### config.mk
export PLATFORM = sky130hd
export DESIGN_NAME = ps2_rx_queue
export DESIGN_NICKNAME = d
export VERILOG_FILES = /design/src/rtl/ps2_rx_queue.sv
export SDC_FILE = /design/constraint.sdc
export NUM_CORES = 1
export LEC_CHECK = 0
export BUFFER_PORTS_ARGS = -buffer_cell sky130_fd_sc_hd__buf_4
export CAP_MARGIN = 20
export CELL_PAD_IN_SITES_DETAIL_PLACEMENT = 1
export CELL_PAD_IN_SITES_GLOBAL_PLACEMENT = 2
export CORE_MARGIN = 2
export CORE_UTILIZATION = 46
export DETAILED_ROUTE_END_ITERATION = 12
export HOLD_SLACK_MARGIN = 0.02
export PLACE_DENSITY = 0.82
export SETUP_SLACK_MARGIN = 0.4
export SYNTH_ARGS = -nofsm -noshare
export SYNTH_HDL_FRONTEND = slang
export SYNTH_SLANG_ARGS = --single-unit
### constraint.sdc
create_clock -name clk -period 3.7 [get_ports clk]
set_input_delay 0.74 -clock clk [delete_from_list [all_inputs] [get_ports clk]]
set_output_delay 0.74 -clock clk [all_outputs]
set_load 0.05 [all_outputs]
### src/rtl/ps2_rx_queue.sv
module ps2_rx_queue #(
  parameter int DEPTH   = 16,
  parameter int FILT    = 8,
  parameter int TIMEOUT = 100000
) (
  input  logic       clk,
  input  logic       rst,
  input  logic       ps2_clk_i,
  input  logic       ps2_dat_i,
  input  logic       cs,
  input  logic       rd,
  input  logic       wr,
  input  logic       addr0,
  input  logic [7:0] wdata,
  output logic [7:0] rdata
);
  localparam int AW = (DEPTH > 1) ? $clog2(DEPTH) : 1;
  localparam int CW = $clog2(DEPTH + 1);
  localparam int FW = (FILT > 1) ? $clog2(FILT) : 1;
  localparam int TW = $clog2(TIMEOUT + 1);

  logic [1:0]    ck_sync, dt_sync;
  logic          ck_f;
  logic [FW-1:0] fcnt;
  logic          fall;
  logic [3:0]    bitcnt;
  logic [9:0]    sh;
  logic [TW-1:0] tcnt;
  logic [10:0]   frame;
  logic          frame_ok;

  logic [7:0]    mem [DEPTH];
  logic [AW-1:0] rp, wp;
  logic [CW-1:0] count;
  logic          full, empty, push, pop;

  wire ck_s = ck_sync[1];
  wire dt_s = dt_sync[1];

  always_ff @(posedge clk) begin
    if (rst) begin
      ck_sync <= 2'b11;
      dt_sync <= 2'b11;
      ck_f    <= 1'b1;
      fcnt    <= '0;
    end else begin
      ck_sync <= {ck_sync[0], ps2_clk_i};
      dt_sync <= {dt_sync[0], ps2_dat_i};
      if (ck_s != ck_f) begin
        if (fcnt == FW'(FILT - 1)) begin
          ck_f <= ck_s;
          fcnt <= '0;
        end else begin
          fcnt <= fcnt + 1'b1;
        end
      end else begin
        fcnt <= '0;
      end
    end
  end

  assign fall     = (ck_s != ck_f) && (fcnt == FW'(FILT - 1)) && !ck_s;
  assign frame    = {dt_s, sh};
  assign frame_ok = fall && (bitcnt == 4'd10) && !frame[0] && frame[10] && (^frame[9:1]);

  always_ff @(posedge clk) begin
    if (rst) begin
      bitcnt <= '0;
      sh     <= '0;
      tcnt   <= '0;
    end else if (fall) begin
      tcnt <= '0;
      sh   <= {dt_s, sh[9:1]};
      if (bitcnt == 4'd10)
        bitcnt <= '0;
      else if (bitcnt != 4'd0 || !dt_s)
        bitcnt <= bitcnt + 1'b1;
    end else if (bitcnt != 4'd0) begin
      if (tcnt == TW'(TIMEOUT - 1)) begin
        bitcnt <= '0;
        tcnt   <= '0;
      end else begin
        tcnt <= tcnt + 1'b1;
      end
    end
  end

  assign full  = (count == CW'(DEPTH));
  assign empty = (count == '0);
  assign push  = frame_ok && !full;
  assign pop   = cs && wr && !addr0 && !empty;

  function automatic logic [AW-1:0] nxt(input logic [AW-1:0] p);
    return (p == AW'(DEPTH - 1)) ? '0 : p + 1'b1;
  endfunction

  always_ff @(posedge clk) begin
    if (rst) begin
      rp    <= '0;
      wp    <= '0;
      count <= '0;
    end else begin
      if (push) wp <= nxt(wp);
      if (pop)  rp <= nxt(rp);
      count <= count + CW'(push) - CW'(pop);
    end
  end

  always_ff @(posedge clk)
    if (push) mem[wp] <= frame[8:1];

  assign rdata = !(cs && rd) ? 8'h00 :
                 !addr0      ? {6'b0, full, empty} :
                 empty       ? 8'h00 : mem[rp];

  wire unused_ok = ^wdata;
endmodule


==> out/metrics.csv <==
metric,value,unit
ys_ff_latch,184,
power_density,496.8,nW/um2
hold_end,dt_sync[1]$_SDFF_PP1_,
cp.arrival,2.55,ns
synth_top_area_share,49.09,%
post-dp-hpwl,10460,um
grt_max_degree,36,
rsz0062_at_grt,true,
syn_avg_cell_area,15.20,um2
antenna_found_initial,0,
row_count,47,
gp_congestion,0.7549,
io_buffers,15,
ys_top_cells_by_area,"edfxtp_1, dfxtp_1, mux4_2",
p_leak,2.918,nW
final_nets,584,
synth_area,7830,um2
synth_edf_count,128,
yosys_warnings,0,
drive_gt1_share,23.80,%
worstHoldPathCells,1,
postCtsHoldBufs,0,
hold_path.startpoint,dt_sync[0]$_SDFF_PP1_,
tns,0,ns
initial_utilization,47.22,%
grt.total_usage,18.49,%
final_cell_mix,"edfxtp_1, dfxtp_1, nand2_1",
timing.final.crit_share,88.94,%
synth_top_cell_by_area,edfxtp_1,
grt_pass1_vias,4706,
rr_worst_depth,17,
finalWorstSetupSlack,0.4092,ns
cts.clk_slew.worst_paths,0.07,ns
ys_seq_area_share,63.41,%
vdd_ir_drop_max,0.3201,mV
drtAntennaViolNets,0,
die_area,18080,um2
cts_buffers,17,
final_max_slew_viol_count,0,
timing.rr.end,count[4]$_SDFF_PP0_,
syn_nets,549,
finalHoldViolCount,0,
finalClockSkew,0.009327,ns
wl_per_cell,19.86,um
grt_pass1_wl,25390,um
n_fill_cell,1618,
cp_max_fo,7,
post-route-min-period,3.291,ns
rr_startpoint,fcnt[0]$_SDFF_PP0_,
die_y,134.5,um
post_dp_cell_area,8239,um2
layout_commonest_cell,edfxtp_1,
diodes,0,
drtPass1Iterations,4,
slew_headroom,49.73,%
crit_type,reg -> out,
yosys_most_used_dff,edfxtp_1,
cts_root_buf,clkbuf_16,
start_kind,flip-flop,
io_pins,24,
p_total,4.410,mW
clock_latency,0.42,ns
syn_to_final_growth,13.36,%
setup_violations,0,
die_x,134.5,um
drv_cap,0,
final_cells,783,
r2r_slack,0.61,ns
syn_inst,515,
clockBufferDepth,2,
crit_required,2.96,ns
dpl.cell_count,749,
dp_slack,0.5041,ns
drt-total-wl,15550,um
synthArstFlopShare,0,%
hp-class,reg -> reg,
drt-initial-drc-count,246,
coreArea,16580,um2
drc,0,
tightest_slew,0.7530,ns
clkSinkCount,184,
run_status,completed,
overflow,0,
design_area,8876,um2
cts.htree.levels,4,
cts_tree,done,
synth_cell_types,56,
crit_path_end_kind,primary output,
drt-vias-per-instance,5.521,
max_freq,303.9,MHz
vias,4323,
-- Yosys cell counts (6+ instances only) --
cell type,count
and3_1,6
and4_1,8
edfxtp_1,128
nand3_1,9
nand4_1,6
clkbuf_1,12
a21oi_1,27
xor2_1,15
dfxtp_1,56
ha_1,17
mux4_2,34
nor2_1,18
nor2b_1,8
xnor2_1,12
nand2_1,42
inv_1,13
o21ai_0,8
a211oi_1,12
nor4b_2,8
mux2i_1,6
nor2_4,11
-- timing repair --
item                       4_1_cts  5_1_grt
buffers inserted                 0        2
resized for setup                3        1
pin swaps                        0        1
setup endpoints to repair        7        6
-- metal layers --
layer | wire [um] | vias up | track usage [%] | share of wire, %
li1 | - | 2023 | - | -
met1 | 6972 | 2209 | 24.04 | 45
met2 | 7832 | 71 | 31.18 | 50
met3 | 536 | 20 | 4.129 | 3.4
met4 | 210 | 0 | 5.789 | 1.4
met5 | 0 | - | 0 | 0
-- worst max-delay path, stage by stage (launching register included) --
cell and delay, ns:
dfxtp_1 0.34, inv_1 0.07, ha_1 0.23, or4b_1 0.22, nand4_1 0.44, a211oi_1 0.53
buf_4 0.29
-- report_power, final --
part	total [mW]	internal, mW	switching, mW
clock	1.89	1.13	0.756
combinational	0.306	0.140	0.166
sequential	2.22	2.19	0.0224
-- flip-flops by register name, summed over array words and instances, names as in the netlist, named ones only --
name	flops
sh	10
count	5
ck_f	1
mem	128
fcnt	3
ck_sync	2
wp	4
dt_sync	2
tcnt	17
rp	4
bitcnt	4
-- per-stage QoR --
step                      util, %  hold WS, ns
after global routing        53.52       0.4332
after detailed placement    49.68       0.3972
after floorplan                 -       0.3895
after CTS                   53.41       0.4098
final                       53.52       0.4054
after global placement      49.68       0.3990
-- final cells by class --
type	count	area, um2	area share [%]
Timing Repair Buffer	39	300.3	3.383
Clock inverter	12	173.9	1.959
Inverter	15	58.81	0.6625
Tap cell	220	275.3	3.101
Multi-Input combinational cell	293	2661	29.98
Clock buffer	20	436.7	4.920
Sequential cell	184	4970	55.99
-- worst max path at each step --
stage | start | cells past startpoint | to | slack, ns
5_1_grt | count[2]$_SDFF_PP0_ | 6 | rdata[2] | 0.30
6_report | count[2]$_SDFF_PP0_ | 6 | rdata[7] | 0.41
3_5_place_dp | fcnt[0]$_SDFF_PP0_ | 17 | count[4]$_SDFF_PP0_ | 0.50
3_3_place_gp | fcnt[0]$_SDFF_PP0_ | 17 | count[4]$_SDFF_PP0_ | 0.61
2_1_floorplan | flip-flop | 6 | rdata[3] | 0.49
4_1_cts | flip-flop | 6 | rdata[4] | 0.42
-- kinds of logic (layout without fill, tap and decap cells) --
| group | after synthesis | count (layout) | share of synthesized area [%] |
|---|---|---|---|
| AO/OA/AOI/OAI | 56 | 56 | 4.458 |
| XOR/XNOR | 29 | 29 | 3.532 |
| adder cells (fa/ha/maj) | 18 | 18 | 2.972 |
| buffers and inverters | 38 | 86 | 2.605 |
| flip-flops | 184 | 184 | 63.41 |
| multiplexers | 40 | 40 | 10.55 |
| AND/OR/NAND/NOR | 150 | 150 | 12.48 |
No activity file was read; power rests on OpenSTA's default activity.
